==> config.mk <==
export PLATFORM = sky130hd
export DESIGN_NAME = l2stub_regs
export DESIGN_NICKNAME = d
export VERILOG_FILES = /design/src/rtl/l2stub_pkg.sv /design/src/rtl/l2stub_decode.sv /design/src/rtl/l2stub_bank.sv /design/src/rtl/l2stub_typeword.sv /design/src/rtl/l2stub_regs.sv
export SDC_FILE = /design/constraint.sdc
export NUM_CORES = 1
export LEC_CHECK = 0
export BUFFER_PORTS_ARGS = -buffer_cell sky130_fd_sc_hd__buf_2
export CAP_MARGIN = 15
export CORE_MARGIN = 2
export CORE_UTILIZATION = 35
export CTS_BUF_LIST = sky130_fd_sc_hd__clkbuf_8
export DETAILED_ROUTE_END_ITERATION = 8
export PLACE_DENSITY_LB_ADDON = 0.15
export SETUP_SLACK_MARGIN = 0.4
export SYNTH_ARGS = -nofsm -noshare
export SYNTH_HDL_FRONTEND = slang
export SYNTH_SLANG_ARGS = --single-unit
==> constraint.sdc <==
create_clock -name clk -period 3.9 [get_ports clk]
set_input_delay 0.195 -clock clk [delete_from_list [all_inputs] [get_ports clk]]
set_output_delay 0.195 -clock clk [all_outputs]
set_load 0.05 [all_outputs]
==> src/rtl/l2stub_pkg.sv <==
package l2stub_pkg;

  localparam int DW   = 32;
  localparam int OFFW = 12;
  localparam int NRW  = 6;   // writable registers held in the bank

  // Bank slot order: control, auxiliary, tag latency, data latency,
  // filter start, filter end.
  typedef enum logic [3:0] {
    SEL_ID, SEL_TYPE, SEL_CTRL, SEL_AUX, SEL_TAG, SEL_DATA,
    SEL_FSTART, SEL_FEND, SEL_QUIET, SEL_BAD
  } sel_e;

  // Offset to register selection.
  function automatic sel_e decode_off(input logic [OFFW-1:0] off);
    if (off >= 12'h730 && off < 12'h800) return SEL_QUIET;
    case (off)
      12'h000: return SEL_ID;
      12'h004: return SEL_TYPE;
      12'h100: return SEL_CTRL;
      12'h104: return SEL_AUX;
      12'h108: return SEL_TAG;
      12'h10C: return SEL_DATA;
      12'hC00: return SEL_FSTART;
      12'hC04: return SEL_FEND;
      12'hF40, 12'hF60, 12'hF80: return SEL_QUIET;
      default: return SEL_BAD;
    endcase
  endfunction

  // Bank slot of a selection; NRW means no writable slot.
  function automatic int unsigned slot_of(input sel_e s);
    case (s)
      SEL_CTRL:   return 0;
      SEL_AUX:    return 1;
      SEL_TAG:    return 2;
      SEL_DATA:   return 3;
      SEL_FSTART: return 4;
      SEL_FEND:   return 5;
      default:    return NRW;
    endcase
  endfunction

  // Bits the auxiliary register adds to the type word.
  function automatic logic [DW-1:0] type_or_mask(input logic [DW-1:0] aux);
    logic [DW-1:0] f;
    f = {{(DW-5){1'b0}}, aux[19:17], 1'b0, aux[16]};
    return (f << 18) | (f << 6);
  endfunction

endpackage

==> src/rtl/l2stub_decode.sv <==
module l2stub_decode
  import l2stub_pkg::*;
#(
  parameter int ADDR_W = 32
) (
  input  logic [ADDR_W-1:0] addr,
  output sel_e              sel,
  output logic [NRW-1:0]    slot_hit,
  output logic              is_bad
);

  always_comb sel = decode_off(addr[OFFW-1:0]);

  for (genvar i = 0; i < NRW; i++) begin : g_hit
    assign slot_hit[i] = (slot_of(sel) == i);
  end

  assign is_bad = (sel == SEL_BAD);

endmodule

==> src/rtl/l2stub_bank.sv <==
module l2stub_bank #(
  parameter int               DW     = 32,
  parameter int               NREG   = 6,
  parameter logic [NREG*DW-1:0] RST_FLAT = '0,
  parameter logic [NREG*DW-1:0] MASK_FLAT = '1
) (
  input  logic               clk,
  input  logic               rst_n,
  input  logic [NREG-1:0]    wr_en,
  input  logic [DW-1:0]      wdata,
  output logic [NREG*DW-1:0] q_flat
);

  for (genvar i = 0; i < NREG; i++) begin : g_reg
    localparam logic [DW-1:0] RSTV = RST_FLAT[i*DW +: DW];
    localparam logic [DW-1:0] MSKV = MASK_FLAT[i*DW +: DW];
    logic [DW-1:0] q;
    always_ff @(posedge clk) begin
      if (!rst_n)        q <= RSTV;
      else if (wr_en[i]) q <= wdata & MSKV;
    end
    assign q_flat[i*DW +: DW] = q;
  end

endmodule

==> src/rtl/l2stub_typeword.sv <==
module l2stub_typeword #(
  parameter int            DW        = 32,
  parameter logic [DW-1:0] TYPE_INIT = 32'h1C10_0100
) (
  input  logic          clk,
  input  logic          rd_strobe,
  input  logic [DW-1:0] aux,
  output logic [DW-1:0] cur,
  output logic [DW-1:0] q
);

  // Deliberately outside reset: the word keeps what it gathered.
  logic [DW-1:0] q_r = TYPE_INIT;

  always_comb cur = q_r | l2stub_pkg::type_or_mask(aux);

  always_ff @(posedge clk) begin
    if (rd_strobe) q_r <= cur;
  end

  assign q = q_r;

endmodule

==> src/rtl/l2stub_regs.sv <==
module l2stub_regs
  import l2stub_pkg::*;
#(
  parameter int            ADDR_W    = 32,
  parameter logic [DW-1:0] ID_WORD   = 32'h4100_00C8,
  parameter logic [DW-1:0] AUX_RST   = 32'h0202_0000,
  parameter logic [DW-1:0] CTRL_MASK = 32'h0000_0001,
  parameter logic [DW-1:0] TYPE_INIT = 32'h1C10_0100
) (
  input  logic              clk,
  input  logic              rst_n,
  input  logic [ADDR_W-1:0] bus_addr,
  input  logic              bus_we,
  input  logic [DW-1:0]     bus_wdata,
  input  logic              bus_re,
  output logic [DW-1:0]     bus_rdata,
  output logic              bus_err
);

  localparam logic [NRW*DW-1:0] RST_FLAT  = {{4{32'h0}}, AUX_RST, 32'h0};
  localparam logic [NRW*DW-1:0] MASK_FLAT = {{5{32'hFFFF_FFFF}}, CTRL_MASK};

  sel_e              sel;
  logic [NRW-1:0]    slot_hit;
  logic              is_bad;
  logic [NRW-1:0]    bank_we;
  logic [NRW*DW-1:0] bank_q;
  logic [DW-1:0]     type_cur;
  logic [DW-1:0]     type_q;
  logic              ev_type_rd;
  logic [DW-1:0]     rd_value;

  l2stub_decode #(.ADDR_W(ADDR_W)) u_dec (
    .addr     (bus_addr),
    .sel      (sel),
    .slot_hit (slot_hit),
    .is_bad   (is_bad)
  );

  assign bank_we = slot_hit & {NRW{bus_we}};

  l2stub_bank #(
    .DW(DW), .NREG(NRW), .RST_FLAT(RST_FLAT), .MASK_FLAT(MASK_FLAT)
  ) u_bank (
    .clk    (clk),
    .rst_n  (rst_n),
    .wr_en  (bank_we),
    .wdata  (bus_wdata),
    .q_flat (bank_q)
  );

  assign ev_type_rd = bus_re && (sel == SEL_TYPE);

  l2stub_typeword #(.DW(DW), .TYPE_INIT(TYPE_INIT)) u_type (
    .clk       (clk),
    .rd_strobe (ev_type_rd),
    .aux       (bank_q[1*DW +: DW]),
    .cur       (type_cur),
    .q         (type_q)
  );

  always_comb begin
    case (sel)
      SEL_ID:   rd_value = ID_WORD;
      SEL_TYPE: rd_value = type_cur;
      SEL_CTRL, SEL_AUX, SEL_TAG, SEL_DATA, SEL_FSTART, SEL_FEND:
                rd_value = bank_q[slot_of(sel)*DW +: DW];
      default:  rd_value = '0;
    endcase
  end

  always_ff @(posedge clk) begin
    if (!rst_n) begin
      bus_rdata <= '0;
      bus_err   <= 1'b0;
    end else begin
      bus_rdata <= bus_re ? rd_value : '0;
      bus_err   <= (bus_re || bus_we) && is_bad;
    end
  end

endmodule

### After elaboration in Yosys (flattened, before gate mapping)

Cells that the tools add are included.

| word-level totals | value |
|---|---|
| register bits | 226 |
| latch bits | 0 |
| memory bits (writable) | 0 |
| ROM bits | 0 |
| input port bits | 68 |
| output and inout bits | 33 |
| memories kept | 0 |

| cells by class | value |
|---|---|
| add/sub/neg operators | 0 |
| $mul | 0 |
| divide/modulo/power cells | 0 |
| magnitude comparators | 2 |
| equal/unequal tests | 23 |
| shift-type cells | 1 |
| muxes and demuxes | 7 |
| bitwise logic cells | 3 |
| reduce and logical (&&, ||, !) cells | 10 |

Operator list:

| operator | count |
|---|---|
| 192-bit by 33-bit variable part select with 32-bit output | 1 |
| 32-bit one-hot mux with 3 select lines | 1 |
| 12-bit equality test, second input constant | 5 |
| 12-bit by 9-bit equality test with 1-bit output, second input constant | 4 |
| 4-bit one-hot mux with 9 select lines | 1 |
| 32-bit logical NOT | 1 |
| 32-bit OR | 1 |
| 27-bit two-way mux | 1 |
| 23-bit by 11-bit OR with 23-bit output | 1 |
| 3-bit one-hot mux with 6 select lines | 1 |
| 4-bit by 3-bit equality test with 1-bit output, second input constant | 4 |
| 12-bit by 3-bit equality test with 1-bit output, second input constant | 1 |
| 12-bit by 11-bit >= comparator with 1-bit output, second input constant | 1 |
| 12-bit logical NOT | 1 |
| 12-bit less-than comparator, second input constant | 1 |
| 4-bit by 2-bit equality test with 1-bit output, second input constant | 2 |
| 4-bit two-way mux | 2 |
| 6-bit AND | 1 |
| 3-bit by 2-bit equality test with 1-bit output, second input constant | 2 |
| 3-bit equality test, second input constant | 2 |
| 6-bit OR reduction | 1 |
| 4-bit by 1-bit equality test with 1-bit output, second input constant | 1 |
| 4-bit equality test, second input constant | 1 |
| 4-bit logical NOT | 1 |
| other kinds (6) | 8 |

### Depth between registers and ports, before layout

| depth | value |
|---|---|
| depth after elaboration | 9 |
| gate-level depth with buffers | 10 |
| gate-level depth less buffers | 6 |

### By module

A second synthesis with hierarchy kept.

| unflattened totals | value |
|---|---|
| cell total of the unflattened synthesis | 927 |
| area, all modules | 9848.2 sq um |

By module, submodules not included:

| module | times used | cells each | area an instance (sq um) | sequential area each (sq um) |
|---|---|---|---|---|
| l2stub_bank | 1 | 553 | 6535.0 | 3223.1 |
| l2stub_regs | 1 | 276 | 2437.3 | 660.6 |
| l2stub_typeword | 1 | 65 | 654.4 | 240.2 |
| l2stub_decode | 1 | 33 | 221.5 | 0.0 |

### Worst setup path before layout

Ideal clock, no wire load.

| timing path | value |
|---|---|
| path kind | input to register |
| start | input bus_addr[10] |
| end | register u_type.q_r[10] (netlist: u_type.q[10]), enable pin |
| library setup time | 0.370 ns |
| arrival | 1.927 ns |
| data required time | 3.530 ns |
| setup slack | 1.603 ns |
| cell stages on the path | 8 |
| path buffers | 3 |
| path through | buf_2 -> and4bb_2 -> o31ai_2 -> or2_1 -> buf_2 -> nand2_1 -> buf_2 -> nor2_1 |

| between the ends | value |
|---|---|
| word-level cells in the longest chain between the ends | 6 |
| elaborated cells between the ends (all ways) | 20 |
| those cells by class | order compare: 2; eq/ne: 11; mux: 3; reduce/logical: 4 |

RTL lines:

| item | line | source |
|---|---|---|
| start: declaration | l2stub_regs.sv:12 | `input logic [ADDR_W-1:0] bus_addr,` |
| 12-bit by 11-bit >= comparator with 1-bit output, or another cell as far along | l2stub_pkg.sv:16 | `if (off >= 12'h730 && off < 12'h800) return SEL_QUIET;` |
| 1-bit logical AND or 3-bit OR reduction (tied branches) | l2stub_pkg.sv:16, l2stub_pkg.sv:17 |  |
| 1-bit two-way mux or 4-bit one-hot mux with 9 select lines (tied branches) | l2stub_pkg.sv:16, l2stub_pkg.sv:17 |  |
| 4-bit two-way mux * | l2stub_pkg.sv:17 | `case (off)` |
| 4-bit by 1-bit equality test with 1-bit output * | l2stub_regs.sv:52 | `assign ev_type_rd = bus_re && (sel == SEL_TYPE);` |
| 1-bit logical AND * | l2stub_regs.sv:52 |  |
| via ev_type_rd | l2stub_regs.sv:30 | `logic ev_type_rd;` |
| end signal: assignment | l2stub_typeword.sv:18 | `if (rd_strobe) q_r <= cur;` |
| end: declaration | l2stub_typeword.sv:13 | `logic [DW-1:0] q_r = TYPE_INIT;` |

The timed path passes the listed nets; every way through them passes the cells marked *.
A chain may end at the register's enable or synchronous reset.

### Worst setup path after layout

| timing path | value |
|---|---|
| start | input bus_addr[3] |
| end | register u_type.q_r[9] (netlist: u_type.q[9]), enable pin |

The elaborated chain is that of the path after synthesis.

==> key figures <==
Synth
  – Syn nets: 1137
  – Synth Cell Area: 8879 um2
  – Post-Syn Instances: 1069
  – #FFs+latches synth: 202
  – Sequential area share after synthesis: 0.4645
  – Dominant synthesized flop cell: dfxtp_1
  – Post-synth ARST share: 0
  – Post-Syn Area per Cell: 8.305 um2
  – Number of flops mapped to enable cells by yosys: 8
  – Library cells used by synthesis: 54
  – Yosys warnings: 0

Timing
  – # setup viols final: 0
  – Tmin final: 2.630 ns
  – Final period util: 0.6744
  – Final Max Tran Viols: 0
  – Setup TNS Final: 0 ns
  – Skew final: 0.01077 ns
  – Relative slew slack: 0.3006
  – Hold Fails Final Rpt: 0
  – Max Fclk: 380.2 MHz
  – Worst-margin pin slew: 1.047 ns
  – RSZ-0062 raised after global routing: false

CTS
  – Max clock buf depth: 3
  – Clock root buffer: clkbuf_8
  – CTS tree: built
  – Postcts setup bufs: 0
  – Worst-skew pair later-pin latency: 0.52 ns
  – CTS Buf Count: 37
  – # H-tree levels: 2
  – Clock slew at reported path FFs: 0.05 ns
  – CTS Sinks: 202
  – Cts hold-fix bufs: 32
  – # resized after CTS: 0

Worst hold path
  – Worst hold-check path type: primary input to flop

Final layout
  – Commonest non-fill, non-tap cells in the layout: nand2_1, dfxtp_1, a21boi_1
  – Multi-input combinational cell area: 4392 um2
  – # fillers: 2547
  – Final Cell Area: 10650 um2
  – Register area: 4124 um2
  – # diodes: 0
  – Fin nets: 1241
  – Non-Filler Instances: 1524
  – P&R area growth vs syn: 19.91%
  – Commonest non-fill, non-tap cell in the layout: nand2_1
  – Layout cell share with drive strength beyond 1: 0.1583

Setup path
  – Setup Crit Path Kind: primary input to flop
  – Worst setup EP type: flop
  – Worst Setup Start Kind: primary input
  – CP max FO: 15
  – Data arrival, critical path: 2.78 ns
  – Req. time, crit path: 4.05 ns

GRT
  – First-pass GRT wire length: 44100 um
  – GRT Util Overall: 0.2154
  – Congestion Overflow GR: 0
  – Number of global-route vias before repair: 7581
  – Largest net degree at the start of global routing: 93
  – Initial antenna violation count: 0

Floorplanning
  – Die Span X: 163.3 um
  – Height of the die: 163.3 um
  – Core ar.: 25040 um2
  – Cell Rows: 58
  – DIE AREA: 26660 um2
  – I/O pin count: 101
  – Initial Util: 0.3546

Route
  – WL/cell: 18.61 um
  – DRT Pass-1 Iters: 5
  – Routed Antenna Nets: 0
  – Post-Route WL: 28370 um
  – Via Count: 7828
  – Initial drt markers: 513
  – Via/cell ratio: 5.136
  – Number of remaining DRC errors: 0

Placed design
  – Placer congestion estimate: 0.7944
  – IO Port Bufs: 80
  – HPWL Detailed: 17290 um
  – DP Cell Count: 1432
  – Area after DPL: 9667 um2

Status
  – Status: finished clean

Power and ir drop
  – P_leak: 3.642 nW
  – Pwr dens: 386.6 nW/um2
  – VDD IR max: 0.2060 mV

Flow run
  – Max-cap viol count: 0
where the power goes:
group	total [mW]	switching (mW)	internal [mW]
Combinational	0.177	0.101	0.0764
Clock	1.86	0.870	0.991
Sequential	2.08	0.000238	2.08
cells in the mapped netlist, types with 6 or more instances:
cell type | number | area [um2]
nand2_1 | 328 | 1231
dfxtp_1 | 194 | 3884
a21boi_1 | 107 | 803.3
clkbuf_1 | 54 | 202.7
a21oi_1 | 52 | 260.3
a21boi_0 | 51 | 382.9
mux2i_1 | 32 | 320.3
nand3_1 | 28 | 140.1
o21ai_0 | 28 | 140.1
nor2_1 | 24 | 90.09
buf_2 | 20 | 100.1
o22ai_1 | 20 | 125.1
o21a_1 | 16 | 120.1
inv_1 | 10 | 37.54
a31oi_1 | 8 | 50.05
buf_4 | 8 | 60.06
edfxtp_1 | 8 | 240.2
mux2_2 | 7 | 78.83
a21o_1 | 6 | 45.04
o32ai_1 | 6 | 52.55
stage by stage:
stage / utilization / total power, mW / hold slack (ns) / setup WS [ns]
5_1_grt: 0.4252 / 4.260 / 0.1745 / 1.110
3_3_place_gp: 0.3861 / 2.274 / 0.4333 / 0.8017
2_1_floorplan: - / 2.192 / 0.3201 / 1.603
3_5_place_dp: 0.3861 / 2.274 / 0.4380 / 0.7608
4_1_cts: 0.4252 / 4.162 / 0.1455 / 1.299
6_report: 0.4252 / 4.115 / 0.1710 / 1.270
critical path, stage by stage:
cell and delay [ns]:
buf_2 0.26, and4bb_2 0.31, o31ai_2 0.39, or2_1 0.36, nand2_1 0.49, nor2_1 0.77
logic make-up (layout without fill, tap and decap cells):
kind of cell,Yosys count,after routing,share of synthesized area
AOI/OAI and AO/OA,321,321,0.2517
DFF,202,202,0.4645
and+or+nand+nor,412,412,0.1917
muxes,39,39,0.04496
buffers and inverters,95,220,0.04721
area by class of cell:
type                       instances  area share
multi-input combinational        772      0.4125
sequential                       202      0.3874
timing repair buffer             150     0.09590
clock buffer                      43     0.05559
tap                              330     0.03878
clock inverter                    17    0.006346
inverter                          10    0.003526
final timing paths:
kind / from / to / slack, ns / depth (start not counted)
hold reg to reg: u_bank.g_reg[4].q[19] / u_bank.g_reg[4].q[19] / 0.44 / 2
hold / removal: bus_addr[2] / bus_rdata[6] / 0.17 / 3
setup reg to reg: u_bank.g_reg[2].q[22] / bus_rdata[22] / 2.73 / 4
setup / recovery: bus_addr[3] / u_type.q[9] / 1.27 / 6
routing by layer:
layer / part of all wire / wire length [um] / GRT usage / vias up
li1: - / - / - / 3871
met1: 0.46 / 13190 / 0.2918 / 3740
met2: 0.47 / 13420 / 0.3525 / 171
met3: 0.038 / 1084 / 0.03047 / 46
met4: 0.024 / 671 / 0.07200 / 0
met5: 0 / 0 / 0 / -
registers in the layout (all words and copies together), names as in the netlist:
name	count
bus_err	1
bus_rdata	32
u_bank.g.q	161
u_type.q	8
Note: power is estimated with default switching activity, not from simulation.
